`src/rtl/gpio_irq_detect.sv`:
```
module gpio_irq_detect #(
  parameter int N_PINS = 32
) (
  input  logic              clk,
  input  logic              rst_n,
  input  logic [N_PINS-1:0] pin_in,
  input  logic              wr_en,
  input  logic [7:0]        addr,
  input  logic [N_PINS-1:0] wdata,
  output logic [N_PINS-1:0] rdata,
  output logic              irq
);
  localparam logic [7:0] A_SENSE = 8'h34;
  localparam logic [7:0] A_BOTH  = 8'h38;
  localparam logic [7:0] A_POL   = 8'h3C;
  localparam logic [7:0] A_EN    = 8'h40;
  localparam logic [7:0] A_RAW   = 8'h44;
  localparam logic [7:0] A_MASK  = 8'h48;
  localparam logic [7:0] A_EDGE  = 8'h4C;

  logic [N_PINS-1:0] sense, both, pol, en;
  logic [N_PINS-1:0] sync1, sync2, prev;
  logic [N_PINS-1:0] edge_st, hit, clr, raw, masked;
  logic [N_PINS-1:0] rise, fall, level;

  assign rise   = sync2 & ~prev;
  assign fall   = ~sync2 & prev;
  assign hit    = ~sense & ((both & (rise | fall)) | (~both & ((pol & rise) | (~pol & fall))));
  assign level  = ~(pol ^ sync2);
  assign raw    = (sense & level) | (~sense & edge_st);
  assign masked = raw & en;
  assign clr    = (wr_en && addr == A_EDGE) ? wdata : '0;

  always_ff @(posedge clk or negedge rst_n) begin
    if (!rst_n) begin
      sync1 <= '0; sync2 <= '0; prev <= '0;
      edge_st <= '0; irq <= 1'b0;
    end else begin
      sync1   <= pin_in;
      sync2   <= sync1;
      prev    <= sync2;
      edge_st <= (edge_st & ~clr) | hit;
      irq     <= |masked;
    end
  end

  always_ff @(posedge clk or negedge rst_n) begin
    if (!rst_n) begin
      sense <= '0; both <= '0; pol <= '0; en <= '0;
    end else if (wr_en) begin
      case (addr)
        A_SENSE: sense <= wdata;
        A_BOTH:  both  <= wdata;
        A_POL:   pol   <= wdata;
        A_EN:    en    <= wdata;
        default: ;
      endcase
    end
  end

  always_comb begin
    case (addr)
      A_SENSE: rdata = sense;
      A_BOTH:  rdata = both;
      A_POL:   rdata = pol;
      A_EN:    rdata = en;
      A_RAW:   rdata = raw;
      A_MASK:  rdata = masked;
      A_EDGE:  rdata = edge_st;
      default: rdata = '0;
    endcase
  end

  p_irq_rise_r7: assert property (@(posedge clk) disable iff (!rst_n)
    (|masked) |=> irq);
  p_irq_fall_r7: assert property (@(posedge clk) disable iff (!rst_n)
    !(|masked) |=> !irq);
  p_edge_sticky_r5: assert property (@(posedge clk) disable iff (!rst_n)
    !(wr_en && addr == A_EDGE) |=> ((edge_st & $past(edge_st)) == $past(edge_st)));
  p_edge_needs_change_r3: assert property (@(posedge clk) disable iff (!rst_n)
    1'b1 |=> ((edge_st & ~$past(edge_st) & ~($past(sync2) ^ $past(prev))) == '0));
  p_level_no_edge_r9: assert property (@(posedge clk) disable iff (!rst_n)
    1'b1 |=> ((edge_st & ~$past(edge_st) & $past(sense)) == '0));
endmodule

```
`config.mk`:
```
export PLATFORM = sky130hd
export DESIGN_NAME = gpio_irq_detect
export DESIGN_NICKNAME = d
export VERILOG_FILES = /design/src/rtl/gpio_irq_detect.sv
export SDC_FILE = /design/constraint.sdc
export NUM_CORES = 1
export LEC_CHECK = 0
export ABC_AREA = 1
export BUFFER_PORTS_ARGS = -buffer_cell sky130_fd_sc_hd__buf_2
export CAP_MARGIN = 20
export CELL_PAD_IN_SITES_DETAIL_PLACEMENT = 0
export CELL_PAD_IN_SITES_GLOBAL_PLACEMENT = 1
export CORE_MARGIN = 3
export CORE_UTILIZATION = 41
export DETAILED_ROUTE_END_ITERATION = 16
export PLACE_DENSITY_LB_ADDON = 0.1
export SLEW_MARGIN = 20
export SYNTH_ARGS = -nofsm -noshare
export SYNTH_HDL_FRONTEND = slang
export SYNTH_SLANG_ARGS = --single-unit
```
`constraint.sdc`:
```
create_clock -name clk -period 1.25 [get_ports clk]
set_input_delay 0.0625 -clock clk [delete_from_list [all_inputs] [get_ports clk]]
set_output_delay 0.0625 -clock clk [all_outputs]
set_load 0.01 [all_outputs]
```
### After elaboration in Yosys (flattened, before gate mapping)

Cells that the tools add are included.

* flip-flop bits (word level): 257
* bits of input ports: 75
* output and inout bits: 33
* word-level logic and storage cells: 48

* equal/unequal tests: 7
* muxes and demuxes: 2
* bitwise logic cells: 24
* reduce and logical (&&, ||, !) cells: 6

Operators with widths (count)
* 32-bit bitwise AND: 11
* 32-bit NOT: 7
* 32-bit case mux with 7 select lines: 1
* 32-bit bitwise OR: 5
* 8-bit by 7-bit == test with 1-bit output, second input constant: 4
* 32-bit two-way mux: 1
* 32-bit OR reduction: 1
* 32-bit XOR: 1
* 8-bit by 6-bit == test with 1-bit output, second input constant: 3
* 2-bit AND reduction: 4
* 1-bit logical AND: 1

### Depth between registers and ports, before layout

* word-level depth: 8
* depth in mapped cells: 10
* gate-level depth less buffers: 10

### Worst setup path after synthesis

No wires, ideal clock.

* path kind: register -> register
* start point: register sense[20]
* end point: register irq
* setup time: 0.119 ns
* data arrival time: 1.084 ns
* data required time: 1.131 ns
* setup slack: 0.047 ns
* stages on the path, launching flop included: 8
* path buffers: 0
* period minus slack after synthesis: 1.203 ns
* cells stage by stage: dfrtp_1 or2_2 nand3_1 nand2_1 nor2_1 nand2_1 nor2_1 nand2_1

* word-level cells in the longest chain between the ends: 5
* elaborated cells between the ends (all ways): 6
* those cells by class: bitwise: 5; reduce/logical: 1

Ends and longest elaborated chain
* start, declared: RTL line 21 `logic [N_PINS-1:0] sense, both, pol, en;`
* start signal, assigned: RTL line 52 `A_SENSE: sense <= wdata;`
* 32-bit NOT: RTL line 30 `assign raw = (sense & level) | (~sense & edge_st);`
* 32-bit bitwise AND: RTL line 30
* 32-bit bitwise OR (*): RTL line 30
* 32-bit bitwise AND (*): RTL line 31 `assign masked = raw & en;`
* 32-bit OR reduction (*): RTL line 43 `irq <= |masked;`
* end signal, assigned: RTL line 43
* end, declared: RTL line 11 `output logic irq`

Mark *: on every way between the ends. The rest lies on a longest branch, timed or not.
A chain may end at the register's enable or synchronous reset.

### Worst setup path after layout

* start point: register sync2[10]
* end point: output port rdata[10]

* word-level cells in the longest chain between the ends: 6

Ends and longest elaborated chain
* start, declared: RTL line 22 `logic [N_PINS-1:0] sync1, sync2, prev;`
* start signal, assigned: RTL line 40 `sync2 <= sync1;`
* 32-bit XOR (*): RTL line 29 `assign level = ~(pol ^ sync2);`
* 32-bit NOT (*): RTL line 29
* 32-bit bitwise AND (*): RTL line 30
* 32-bit bitwise OR (*): RTL line 30
* 32-bit bitwise AND: RTL line 31
* 32-bit case mux with 7 select lines (*): RTL line 62 `case (addr)`
* end, declared: RTL line 10 `output logic [N_PINS-1:0] rdata,`

Marked as above.

==> metrics.md <==
| Metric | Value |
|---|---|
| Final setup fails | 42 |
| DRC viols | 0 |
| Clock Power Share | 43.4% |
| Syn_area_per_cell | 8.42 um2 |
| Worst-Margin Slew | 0.410 ns |
| Die height | 183 um |
| Total CTS buffers | 31 |
| DR iter-0 viols | 693 |
| Area share of the largest cell type after synthesis | 50.3% |
| Post-DR wirelength/cell | 16.5 um |
| Clk sink count | 257 |
| Static leakage | 0.00952 uW |
| Flops & latches, synth | 257 |
| WL final | 39600 um |
| Core Box Area | 30700 um2 |
| Status | complete, but fails checks |
| Final Max Tran Viols | 0 |
| Boundary Pins | 108 |
| Synth area leader | dfrtp_1 |
| Syn_nets | 1657 |
| Routed vias | 11945 |
| Drt first pass iters | 5 |
| Nets | 2119 |
| Crit path time final | 1.90 ns |
| Count of mapped cells out of synthesis | 1518 |
| GRT overflow | 0 |
| Skew-Pair Late Insertion Delay | 0.55 ns |
| Top post-synthesis cells by area | dfrtp_1 (50%), nand2_1 (12%), ha_1 (6.3%), o21ai_0 (6.2%), inv_1 (5.8%) |
| Final Util | 63.7% |
| Total chip power | 20500 uW |
| Pin count of the biggest net entering global routing | 72 |
| Number of routed nets with antenna violations | 0 |
| Maximum buffer depth of the clock tree | 3 |
| CTS H-Tree Depth | 1 |
| Post-DP HPWL | 26000 um |
| CTS tree | yes |
| Die width | 183 um |
| Seq pwr share | 44.1% |
| Max-capacitance violation count | 0 |
| Worst Path Max Fanout | 3 |
| Post-route insts no fill | 2401 |
| Pre-CTS setup slack | -0.368 ns |
| Die area | 33300 um2 |
| CP arrival | 1.83 ns |
| Initial antenna violation count | 2 |
| Global placement routability congestion | 0.879 |
| PnR worst setup slack | -0.647 ns |
| Switching Share | 24.8% |
| Max Fclk | 0.527 GHz |
| Synth cell types | 29 |
| Combinational Power Share | 12.5% |
| Hold Crit Class | primary input to async pin |
| Failing checks | setup timing |
| PD cells | 1050 nW/um2 |
| Port Buf Inserts | 107 |
| CP endpoint kind | output pin |
| First-pass GRT wire length | 63700 um |
| RSZ-0062 raised after global routing | true |
| Layout cells sized above 1 | 39.4% |
| Crit start category | flop |
| Hold Fails Final Rpt | 0 |
| Setup CP Type | flop to output pin |
| Slew margin rel. | 72.7% |
| Final period util | 152% |
| Psw | 5080 uW |
| Placement Rows | 64 |
| Clock-pin slew on the worst setup and hold paths | 0.06 ns |
| Setup TNS Final | -17.75 ns |
| Synth-to-Final Area Change | 52.8% |
| Post-synthesis sequential area ratio | 50.3% |
| Peak VDD IR | 1.11 mV |
| Post-synthesis cell area | 12800 um2 |
| Setup Skew | 0.00854 ns |
| Root buf cell | clkbuf_16 |
| Placed cells | 2205 |
| GRT Util Overall | 23.7% |
| Vias in the first global route | 12344 |
| WP data required | 1.19 ns |
| Ys Warns | 0 |
| Via density | 4.98 |
| Initial Utilization | 41.7% |
| Internal Power | 15500 uW |
-- cells in the mapped netlist --
master,n
ha_1,64
buf_1,1
buf_2,16
a221o_1,32
nand2_2,1
nand2_1,404
and3_1,3
o22ai_1,31
inv_2,2
or2_2,53
nand3_2,3
or2_1,5
clkbuf_1,32
nand4_2,1
a21oi_1,32
o21ai_1,5
o211a_1,1
nand4_1,1
nor3_1,1
dfrtp_1,257
nor2_4,3
o21ai_0,159
o21a_1,27
or2_0,4
nor3_4,1
nor2_1,48
nand3_1,130
inv_1,197
buf_4,4
-- cell usage in the layout (no fill, tap or decap), types with 5 or more instances in the layout --
cell	n
a21oi_2	16
inv_1	143
clkbuf_16	31
or2_1	6
nand2_2	61
o22ai_1	27
buf_12	20
dlygate4sd3_1	65
buf_6	75
inv_2	56
buf_2	78
nand3_4	8
nor2_4	6
ha_4	41
buf_4	243
o21ai_1	7
nor2_1	40
nand3_2	62
clkbuf_1	5
a21oi_1	16
a221o_1	32
nand3_1	63
o21ai_0	157
dfrtp_1	256
o21a_1	27
nor2_2	5
or2_2	9
clkbuf_8	11
clkinv_2	6
nand2_1	343
ha_1	22
or2_4	44
-- routing by layer --
| layer | vias to the layer above | GRT usage [%] | wire length [um] |
|---|---|---|---|
| met1 | 5777 | 31.7 | 17900 |
| met2 | 225 | 40.6 | 19100 |
| met4 | 0 | 6.92 | 1120 |
| li1 | 5873 | - | - |
| met3 | 70 | 2.61 | 1430 |
| met5 | - | 0 | 0 |
-- layout make-up --
cell class	count	area [um2]
antenna	2	5.00
clock buffer	47	946
clock inverter	9	80.1
fill	2603	11100
inverter	199	747
multi-input combinational	1009	6700
sequential	257	6430
tap	396	495
timing repair buffer	482	4130
-- state kept, by name, summed over array words and instances (netlist names) --
| signal | cells |
|---|---|
| en | 32 |
| sync2 | 32 |
| pol | 32 |
| sense | 32 |
| prev | 32 |
| sync1 | 32 |
| both | 32 |
| edge_st | 32 |
| irq | 1 |
-- stage by stage --
| step | hold WS (ns) | instance area, um2 |
|---|---|---|
| after floorplan | -0.233 | 12800 |
| after global routing | 0.108 | 19500 |
| after CTS | 0.0910 | 19000 |
| after global placement | 0.0822 | 15600 |
| after detailed placement | 0.0823 | 15600 |
| final | 0.0940 | 19500 |
-- power by group through the flow --
| stage | combinational, uW | clock [uW] | sequential (uW) |
|---|---|---|---|
| 6_report | 2570 | 8910 | 9060 |
| 5_1_grt | 2880 | 9470 | 9100 |
| 4_1_cts | 2420 | 9130 | 9020 |
| 3_5_place_dp | 1850 | 0 | 9130 |
| 3_3_place_gp | 1820 | 0 | 9130 |
| 2_1_floorplan | 807 | 0 | 9090 |
-- final timing paths --
path                            startpoint           to  slack, ns  depth (start not counted)
worst min register to register    sync1[3]     sync2[3]       0.34                          0
max in group asynchronous            rst_n      prev[5]       0.68                          4
worst min-delay path                 rst_n       en[16]       0.09                          3
worst max-delay path             sync2[10]    rdata[10]      -0.65                          9
min in group clk                     wr_en    sense[11]       0.12                          4
worst max register to register   sync2[18]  edge_st[18]      -0.42                          9
-- cell families after synthesis --
| logic type | share of synthesized area, % |
|---|---|
| simple gates | 22.4 |
| compound gates | 13.4 |
| flops | 50.3 |
| buf+inv | 7.67 |
| fa+ha+maj | 6.26 |
-- timing repair --
item,CTS,global route
buffers inserted,89,35
hold endpoints to repair,449,0
resized for setup,234,185
endpoints found under the setup margin,55,62
hold buffers,65,0
pin swaps,98,124
-- worst max-delay path, stage by stage (launching register included) --
cell and delay, ns:
dfrtp_2 0.45, inv_2 0.07, nand2_1 0.04, nand2_1 0.07, nand2_2 0.07, buf_6 0.11, nand3_2 0.06, and3_4 0.19
nand3_4 0.08, buf_6 0.13
(Power assumes the default switching activity.)
